`config.mk`:
```
export PLATFORM = sky130hd
export DESIGN_NAME = dchan_takeover
export DESIGN_NICKNAME = d
export VERILOG_FILES = /design/src/rtl/dct_pkg.sv /design/src/rtl/dct_counter.sv /design/src/rtl/dct_fsm.sv /design/src/rtl/dct_mux.sv /design/src/rtl/dchan_takeover.sv
export SDC_FILE = /design/constraint.sdc
export NUM_CORES = 1
export LEC_CHECK = 0
export BUFFER_PORTS_ARGS = -buffer_cell sky130_fd_sc_hd__buf_2
export CAP_MARGIN = 40
export CORE_MARGIN = 8
export CORE_UTILIZATION = 54
export CTS_CLUSTER_DIAMETER = 30
export DETAILED_ROUTE_END_ITERATION = 8
export PLACE_DENSITY = 0.78
export SLEW_MARGIN = 5
export SYNTH_ARGS = -nofsm -noshare
export SYNTH_HDL_FRONTEND = slang
export SYNTH_SLANG_ARGS = --single-unit
```
`constraint.sdc`:
```
create_clock -name clk -period 2.7 [get_ports clk]
set_input_delay 0.54 -clock clk [delete_from_list [all_inputs] [get_ports clk]]
set_output_delay 0.54 -clock clk [all_outputs]
set_load 0.01 [all_outputs]
```
`src/rtl/dct_pkg.sv`:
```
package dct_pkg;

  typedef enum logic [1:0] {
    ST_IDLE  = 2'd0,
    ST_GUARD = 2'd1,
    ST_OWN   = 2'd2,
    ST_HOLD  = 2'd3
  } dct_state_e;

  // Guard length in bit periods, rounded up.
  function automatic int guard_bits(input int guard_us, input int bit_rate);
    return (guard_us * bit_rate + 999999) / 1000000;
  endfunction

  function automatic int max_int(input int a, input int b);
    return (a > b) ? a : b;
  endfunction

endpackage

```
`src/rtl/dct_counter.sv`:
```
module dct_counter #(
  parameter int CW = 8
) (
  input  logic          clk,
  input  logic          rst_n,
  input  logic          clr,
  input  logic          stb,
  input  logic [CW-1:0] limit,
  output logic          expire
);
  logic [CW-1:0] cnt;

  always_ff @(posedge clk or negedge rst_n) begin
    if (!rst_n)
      cnt <= '0;
    else if (clr)
      cnt <= '0;
    else if (stb && (cnt != {CW{1'b1}}))
      cnt <= cnt + 1'b1;
  end

  assign expire = (cnt >= limit);
endmodule

```
`src/rtl/dct_fsm.sv`:
```
module dct_fsm
  import dct_pkg::*;
(
  input  logic       clk,
  input  logic       rst_n,
  input  logic       req,
  input  logic       done,
  input  logic       cnt_expire,
  output dct_state_e state,
  output logic       cnt_clr,
  output logic       start_evt,
  output logic       release_evt
);
  dct_state_e nxt;
  logic       req_pend;

  always_comb begin
    nxt = state;
    unique case (state)
      ST_IDLE:  if (req || req_pend) nxt = ST_GUARD;
      ST_GUARD: if (cnt_expire)      nxt = ST_OWN;
      ST_OWN:   if (done)            nxt = ST_HOLD;
      ST_HOLD:  if (cnt_expire)      nxt = ST_IDLE;
      default:                       nxt = ST_IDLE;
    endcase
  end

  assign cnt_clr     = (nxt != state);
  assign start_evt   = (state == ST_IDLE) && (nxt == ST_GUARD);
  assign release_evt = (state == ST_OWN)  && (nxt == ST_HOLD);

  always_ff @(posedge clk or negedge rst_n) begin
    if (!rst_n) begin
      state    <= ST_IDLE;
      req_pend <= 1'b0;
    end else begin
      state <= nxt;
      if (start_evt)
        req_pend <= 1'b0;
      else if (req)
        req_pend <= 1'b1;
    end
  end
endmodule

```
`src/rtl/dct_mux.sv`:
```
module dct_mux
  import dct_pkg::*;
(
  input  dct_state_e state,
  input  logic       term_d,
  input  logic       local_d,
  output logic       up_d,
  output logic       echo_pass,
  output logic       local_sel,
  output logic       grant,
  output logic       busy
);
  always_comb begin
    up_d      = term_d;
    echo_pass = 1'b1;
    local_sel = 1'b0;
    grant     = 1'b0;
    unique case (state)
      ST_GUARD: begin
        up_d      = 1'b1;
        echo_pass = 1'b0;
      end
      ST_OWN: begin
        up_d      = local_d;
        echo_pass = 1'b0;
        local_sel = 1'b1;
        grant     = 1'b1;
      end
      default: ;
    endcase
  end

  assign busy = (state != ST_IDLE);
endmodule

```
`src/rtl/dchan_takeover.sv`:
```
module dchan_takeover
  import dct_pkg::*;
#(
  parameter int GUARD_US = 1500,
  parameter int BIT_RATE = 16000,
  parameter int HOLD_W   = 8
) (
  input  logic              clk,
  input  logic              rst_n,
  input  logic              bit_stb,
  input  logic              req,
  input  logic              done,
  input  logic [HOLD_W-1:0] holdoff_cfg,
  input  logic              term_d,
  input  logic              local_d,
  output logic              up_d,
  output logic              echo_pass,
  output logic              local_sel,
  output logic              grant,
  output logic              busy
);
  localparam int GUARD_BITS = guard_bits(GUARD_US, BIT_RATE);
  localparam int CW         = max_int(HOLD_W, $clog2(GUARD_BITS + 1));

  dct_state_e    state;
  logic          cnt_clr;
  logic          cnt_expire;
  logic          start_evt;
  logic          release_evt;
  logic [CW-1:0] cnt_limit;

  // One counter serves both timed phases; its limit follows the phase.
  assign cnt_limit = (state == ST_GUARD) ? CW'(GUARD_BITS) : CW'(holdoff_cfg);

  dct_fsm u_fsm (
    .clk         (clk),
    .rst_n       (rst_n),
    .req         (req),
    .done        (done),
    .cnt_expire  (cnt_expire),
    .state       (state),
    .cnt_clr     (cnt_clr),
    .start_evt   (start_evt),
    .release_evt (release_evt)
  );

  dct_counter #(.CW(CW)) u_cnt (
    .clk    (clk),
    .rst_n  (rst_n),
    .clr    (cnt_clr),
    .stb    (bit_stb),
    .limit  (cnt_limit),
    .expire (cnt_expire)
  );

  dct_mux u_mux (
    .state     (state),
    .term_d    (term_d),
    .local_d   (local_d),
    .up_d      (up_d),
    .echo_pass (echo_pass),
    .local_sel (local_sel),
    .grant     (grant),
    .busy      (busy)
  );
endmodule

```
==> reports/metrics.csv, run 1 <==
stage,metric,value,unit
status,status,completed,
hold_path,worst min path class,in2async,
critical_path,Worst Path Arrival,2.66,ns
floorplan,Cell Rows,15,
placed_design,Setup WS pre-CTS,0.208,ns
sta,Peak Freq,401,MHz
sta,setup ws final,0.205,ns
clock_tree,clock tree sinks,11,
pwr,worst vdd ir,0.459,mV
placed_design,"Cell Area, Placed",1130,µm²
yosys,count of cell types in the netlist,42,
clock_tree,clock tree buffer depth,2,
global_route,total track usage,0.130,
route,DRT iter0 DRCs,22,
placed_design,Final Wtd Congestion,0.813,
route,met3 WL,98,µm
yosys,Synth Instances,112,
critical_path,critical path peak fanout,12,
route,highest metal layer with signal wires,met4,
floorplan,Die Width,59.4,µm
clock_tree,worst-skew pair later-pin latency,0.26,ns
pwr,total power draw,0.973,mW
clock_tree,"Hold-fix buffers, CTS",0,
finish,post-layout net count,162,
finish,diode count,0,
yosys,Synth warnings,0,
floorplan,CORE AREA,1750,µm²
yosys,mean post-synth cell area,9.08,µm²
clock_tree,cts bufs inserted,3,
critical_path,"most used cell, CP",ha_1,
clock_tree,CTS tree,built,
floorplan,Die Ht,59.4,µm
critical_path,Worst Setup End Kind,flip-flop,
yosys,register bit total from synthesis,11,
pwr,leakage,0.535,nW
run,number of max-cap violations,0,
floorplan,Die Area,3530,µm²
route,Vias/cell,5.43,
yosys,Synthesized Nets,141,
critical_path,critical path's slowest cell,dfrtp_1,
route,wire per inst,13.6,µm
global_route,largest net degree at the start of global routing,13,
route,WL met1,998,µm
sta,worst slew pin tran,0.366,ns
sta,Setup Viol. Count Final,0,
global_route,first-pass GRT wire length,3.59,mm
clock_tree,post-CTS sizing,0,
placed_design,PortBufs,19,
finish,layout cell share with drive strength beyond 1,0.250,
global_route,GRT Residual Overflow,0,
critical_path,element type at the critical path start,flip-flop,
floorplan,Starting Density,0.583,
sta,setup tns final,0,ns
finish,"commonest non-fill, non-tap cell in the layout",buf_2,
clock_tree,postcts setup bufs,0,
clock_tree,H-tree levels,1,
route,# DRC,0,
clock_tree,Worst-path clk slew,0.06,ns
critical_path,WP data required,2.87,ns
finish,"leading cell types in the layout, fill and taps excluded","19 x buf_2, 14 x ha_1, 11 x dfrtp_1",
sta,Final Slew Violations,0,
route,Total Wirelength,2.14,mm
critical_path,max incr delay on CP,0.45,ns
route,DR WL met2,1.03,mm
yosys,sequential cell area fraction in the yosys report,0.271,
sta,RSZ-0062 raised after global routing,false,
sta,min Tclk post-route,2.49,ns
route,post-route ant nets,0,
route,Pre-antenna DRT Iters,4,
route,detailed-route via count,852,
sta,"Hold Vio Cnt, Final",0,
clock_tree,Root Driver,clkbuf_4,
global_route,vias in the first global route,820,
critical_path,Setup Crit Path Kind,reg2reg,
floorplan,io pins,20,
placed_design,HPWL Detailed,1.78,mm
sta,Max Clock Skew,0.00152,ns
critical_path,crit-path cells,inv_2 > ha_1 > nand2b_1 > ha_1 > a211oi_2 > o21ai_2 > a21oi_4 > a31oi_4 > nor4_2,
finish,Final Cell Area,1150,µm²
pwr,pwr/cell area,844,nW/µm²
yosys,Netlist Area Pre-Place,1020,µm²
finish,Area growth syn-to-layout,13.4,%
sta,max_slew headroom,0.754,
sta,period utilization,0.924,
global_route,antenna violations before repair,0,
## synthesized netlist by cell type (all sizes together)
| cell type | count | area [µm²] |
|---|---|---|
| a211oi | 2 | 20.0 |
| a21boi | 1 | 7.51 |
| a21oi | 6 | 41.3 |
| a22oi | 1 | 12.5 |
| a31oi | 1 | 21.3 |
| and2 | 1 | 6.26 |
| buf | 3 | 20.0 |
| clkbuf | 1 | 3.75 |
| dfrtp | 11 | 275 |
| ha | 14 | 175 |
| inv | 8 | 30.0 |
| mux2i | 1 | 10.0 |
| nand2 | 8 | 30.0 |
| nand2b | 5 | 31.3 |
| nand3 | 2 | 10.0 |
| nand3b | 1 | 7.51 |
| nand4 | 2 | 18.8 |
| nor2 | 8 | 30.0 |
| nor2b | 2 | 12.5 |
| nor3 | 7 | 35.0 |
| nor3b | 1 | 7.51 |
| nor4 | 2 | 18.8 |
| o2111a | 1 | 11.3 |
| o2111ai | 1 | 8.76 |
| o211ai | 1 | 7.51 |
| o21ai | 7 | 38.8 |
| o22ai | 1 | 6.26 |
| o2bb2ai | 2 | 17.5 |
| o31ai | 2 | 28.8 |
| or2 | 2 | 12.5 |
| xnor2 | 4 | 35.0 |
| xor2 | 3 | 26.3 |
## worst max-delay path, delay by kind of cell (launching register included)
kind	cells	cell delay (ns)
compound gates	4	0.74
fa+ha+maj	2	0.62
simple gates	2	0.48
flops	1	0.45
buf+inv	1	0.10
## state kept, by name, indices dropped and copies added (netlist names)
register,flops
u_cnt.cnt,8
u_fsm.req_pend,1
u_fsm.state,2
## final timing paths
check                               startpoint        endpoint  slack, ns  cells past startpoint
min in group clk                u_fsm.req_pend  u_fsm.state[1]       0.57                      2
worst max-delay path            u_fsm.state[1]    u_cnt.cnt[2]       0.21                      9
worst max register to register  u_fsm.state[1]    u_cnt.cnt[2]       0.21                      9
worst min-delay path                     rst_n    u_cnt.cnt[4]       0.14                      1
max in group asynchronous                rst_n    u_cnt.cnt[0]       2.37                      1
worst min register to register  u_fsm.req_pend  u_fsm.state[1]       0.57                      2
## metal layers
| metal | up-vias | global-route usage |
|---|---|---|
| met5 | - | 0 |
| met4 | 0 | 0.0717 |
| met3 | 2 | 0.0239 |
| met2 | 14 | 0.205 |
| met1 | 398 | 0.161 |
| li1 | 438 | - |
## report_power, final
group | switching (mW) | total [mW] | internal (mW)
registers | 0.0433 | 0.249 | 0.205
logic | 0.360 | 0.619 | 0.259
clock network | 0.0488 | 0.106 | 0.0571
## stage by stage
| step | hold slack (ns) | util | cells |
|---|---|---|---|
| detailed placement | 0.417 | 0.646 | 153 |
| floorplan | 0.244 | - | 112 |
| global route | 0.138 | 0.661 | 157 |
| finish | 0.136 | 0.661 | 157 |
| CTS | 0.127 | 0.661 | 157 |
| global placement | 0.417 | 0.646 | 153 |
## kinds of logic after synthesis
kind of cell,synth area share
and+or+nand+nor,0.217
buffers and inverters,0.0529
AOI/OAI and AO/OA,0.218
xor gates and xnor gates,0.0603
muxes,0.00984
adders and majority gates,0.172
DFF,0.271
## area by class of cell
class | instances | area, µm²
multi-input combinational | 89 | 688
fill | 147 | 592
sequential | 11 | 275
timing repair buffer | 20 | 103
tap | 25 | 31.3
inverter | 8 | 30.0
clock buffer | 4 | 26.3
No activity file was read; power rests on OpenSTA's default activity.
==> run 2, diff against run 1 <==
Settings changed: CELL_PAD_IN_SITES_DETAIL_PLACEMENT set to 0, CELL_PAD_IN_SITES_GLOBAL_PLACEMENT set to 1, CORE_UTILIZATION 54 to 41, PLACE_DENSITY 0.78 to unset, PLACE_DENSITY_LB_ADDON set to 0.1.
==> run 2 against run 1 <==
  * Maximum frequency is 2.4% higher
  * First-iteration DRC count shrank 9.1%
  * Critical path depth unchanged
  * Combinational power about the same
  * Clock power up 5%
  * Highest routed layer unchanged
==> reports/metrics.csv, run 2 (synthesized netlist as in run 1, its figures left out) <==
stage,metric,value,unit,change
sta,setup tns final,0,ns,unchanged
finish,Final Non-Filler Cells,162,,was 157
global_route,antenna violations before repair,0,,unchanged
hold_path,worst min path class,in2async,,unchanged
global_route,GR Util met3,0.0305,,was 0.0239
finish,layout cell share with drive strength beyond 1,0.250,,unchanged
placed_design,HPWL Detailed,1.93,mm,was 1.78 mm
critical_path,critical path peak fanout,12,,unchanged
critical_path,worst setup path end,u_cnt.cnt[2],,unchanged
sta,"Hold Vio Cnt, Final",0,,unchanged
critical_path,WP data required,2.88,ns,was 2.87 ns
floorplan,io pins,20,,unchanged
pwr,worst vdd ir,0.593,mV,was 0.459 mV
finish,"leading cell types in the layout, fill and taps excluded","19 x buf_2, 14 x ha_1, 11 x dfrtp_1",,unchanged
clock_tree,H-tree levels,1,,unchanged
global_route,largest net degree at the start of global routing,13,,unchanged
clock_tree,clock tree sinks,11,,unchanged
pwr,total power draw,0.980,mW,was 0.973 mW
placed_design,Setup WS pre-CTS,0.266,ns,was 0.208 ns
finish,largest registers,"u_cnt.cnt (8), u_fsm.state (2), u_fsm.req_pend (1)",,unchanged
clock_tree,post-CTS sizing,0,,unchanged
finish,FILL cells,253,,was 147
sta,Peak Freq,410,MHz,was 401 MHz
finish,"commonest non-fill, non-tap cell in the layout",buf_2,,unchanged
critical_path,max incr delay on CP,0.45,ns,about the same
global_route,GRT Residual Overflow,0,,unchanged
route,# DRC,0,,unchanged
sta,setup ws final,0.264,ns,was 0.205 ns
finish,Area growth syn-to-layout,14.0,%,was 13.4%
critical_path,critical path's slowest cell,dfrtp_1,,unchanged
finish,post-layout net count,162,,unchanged
route,DRT iter0 DRCs,20,,was 22
finish,diode count,0,,unchanged
sta,Max Clock Skew,0.000799,ns,was 0.00152 ns
clock_tree,worst-skew pair later-pin latency,0.27,ns,was 0.26 ns
sta,smallest hold slack,0.127,ns,was 0.136 ns
run,number of max-cap violations,0,,unchanged
critical_path,element type at the critical path start,flip-flop,,unchanged
critical_path,FF-to-FF Start,u_fsm.state[1],,unchanged
sta,Setup Viol. Count Final,0,,unchanged
floorplan,Die Width,65.8,µm,was 59.4 µm
finish,Layout Utilization,0.481,,was 0.661
placed_design,PortBufs,19,,unchanged
finish,Biggest register,u_cnt.cnt,,unchanged
status,status,completed,,unchanged
floorplan,Starting Density,0.422,,was 0.583
pwr,pwr/cell area,845,nW/µm²,was 844 nW/µm²
critical_path,Worst Setup End Kind,flip-flop,,unchanged
clock_tree,cts bufs inserted,3,,unchanged
sta,worst slew pin tran,0.384,ns,was 0.366 ns
critical_path,reg-to-reg endpoint,u_cnt.cnt[2],,unchanged
critical_path,"most used cell, CP",ha_1,,unchanged
clock_tree,CTS tree,built,,unchanged
clock_tree,clock tree buffer depth,2,,unchanged
critical_path,crit-path cells,inv_2 > ha_1 > nand2b_1 > ha_1 > a211oi_2 > o21ai_2 > a21oi_4 > a31oi_4 > nor4_2,,unchanged
route,Total Wirelength,2.32,mm,was 2.14 mm
floorplan,Die Ht,65.8,µm,was 59.4 µm
global_route,total track usage,0.114,,was 0.130
sta,RSZ-0062 raised after global routing,false,,unchanged
floorplan,Cell Rows,18,,was 15
floorplan,CORE AREA,2410,µm²,was 1750 µm²
critical_path,Worst Path Arrival,2.62,ns,was 2.66 ns
global_route,met2 usage,0.192,,was 0.205
clock_tree,Root Driver,clkbuf_4,,unchanged
finish,max FFs per register,8,,unchanged
placed_design,placed insts,158,,was 153
critical_path,R2R cell count,9,,unchanged
sta,min Tclk post-route,2.44,ns,was 2.49 ns
critical_path,Setup Crit Path Kind,reg2reg,,unchanged
pwr,leakage,0.535,nW,unchanged
sta,max_slew headroom,0.743,,was 0.754
route,detailed-route via count,863,,was 852
sta,period utilization,0.902,,was 0.924
placed_design,"Cell Area, Placed",1130,µm²,about the same
critical_path,FF-to-FF setup slack,0.26,ns,was 0.21 ns
critical_path,Critical Path Start,u_fsm.state[1],,unchanged
route,wire per inst,14.3,µm,was 13.6 µm
route,Vias/cell,5.33,,was 5.43
global_route,Top Usage Layer GRT,met2,,unchanged
sta,Final Slew Violations,0,,unchanged
global_route,M1 GR Usage,0.135,,was 0.161
route,Pre-antenna DRT Iters,3,,was 4
global_route,vias in the first global route,897,,was 820
floorplan,Die Area,4330,µm²,was 3530 µm²
finish,Final Cell Area,1160,µm²,was 1150 µm²
route,post-route ant nets,0,,unchanged
global_route,first-pass GRT wire length,3.95,mm,was 3.59 mm
placed_design,Final Wtd Congestion,0.894,,was 0.813
clock_tree,"Hold-fix buffers, CTS",0,,unchanged
clock_tree,Worst-path clk slew,0.07,ns,was 0.06 ns
clock_tree,postcts setup bufs,0,,unchanged
## run 2: final cells by class
cell class	count	area (µm²)	area share
repair buffers	20	103	0.0885
multi-input cells	89	688	0.593
well taps	30	37.5	0.0324
inverters	8	30.0	0.0259
flip-flops and latches	11	275	0.237
clock buffers	4	26.3	0.0227
## run 2: worst min-delay path by stage
stage	slack, ns	end	from	cells after the start
2_1_floorplan	0.24	u_cnt.cnt[0]	rst_n	0
3_3_place_gp	0.42	u_fsm.req_pend	rst_n	1
3_5_place_dp	0.43	u_fsm.req_pend	rst_n	1
4_1_cts	0.13	u_fsm.req_pend	rst_n	1
5_1_grt	0.13	u_fsm.req_pend	rst_n	1
6_report	0.13	u_fsm.req_pend	rst_n	1
## run 2: power by group
group | internal, mW | switching, mW
combinational | 0.259 | 0.361
sequential | 0.205 | 0.0430
clock | 0.0572 | 0.0538
total | 0.522 | 0.458
## run 2: per-layer routing
metal  vias up  routed length, µm
li1        443                  -
met1       400               1040
met2        15               1180
met3         5                 83
met4         0                 21
met5         -                  0
## run 2: critical path: cells and delay by family (launching register included)
kind,cells,cell delay [ns]
and+or+nand+nor,2,0.47
DFF,1,0.45
buffers and inverters,1,0.10
AOI/OAI and AO/OA,4,0.73
adders and majority gates,2,0.59
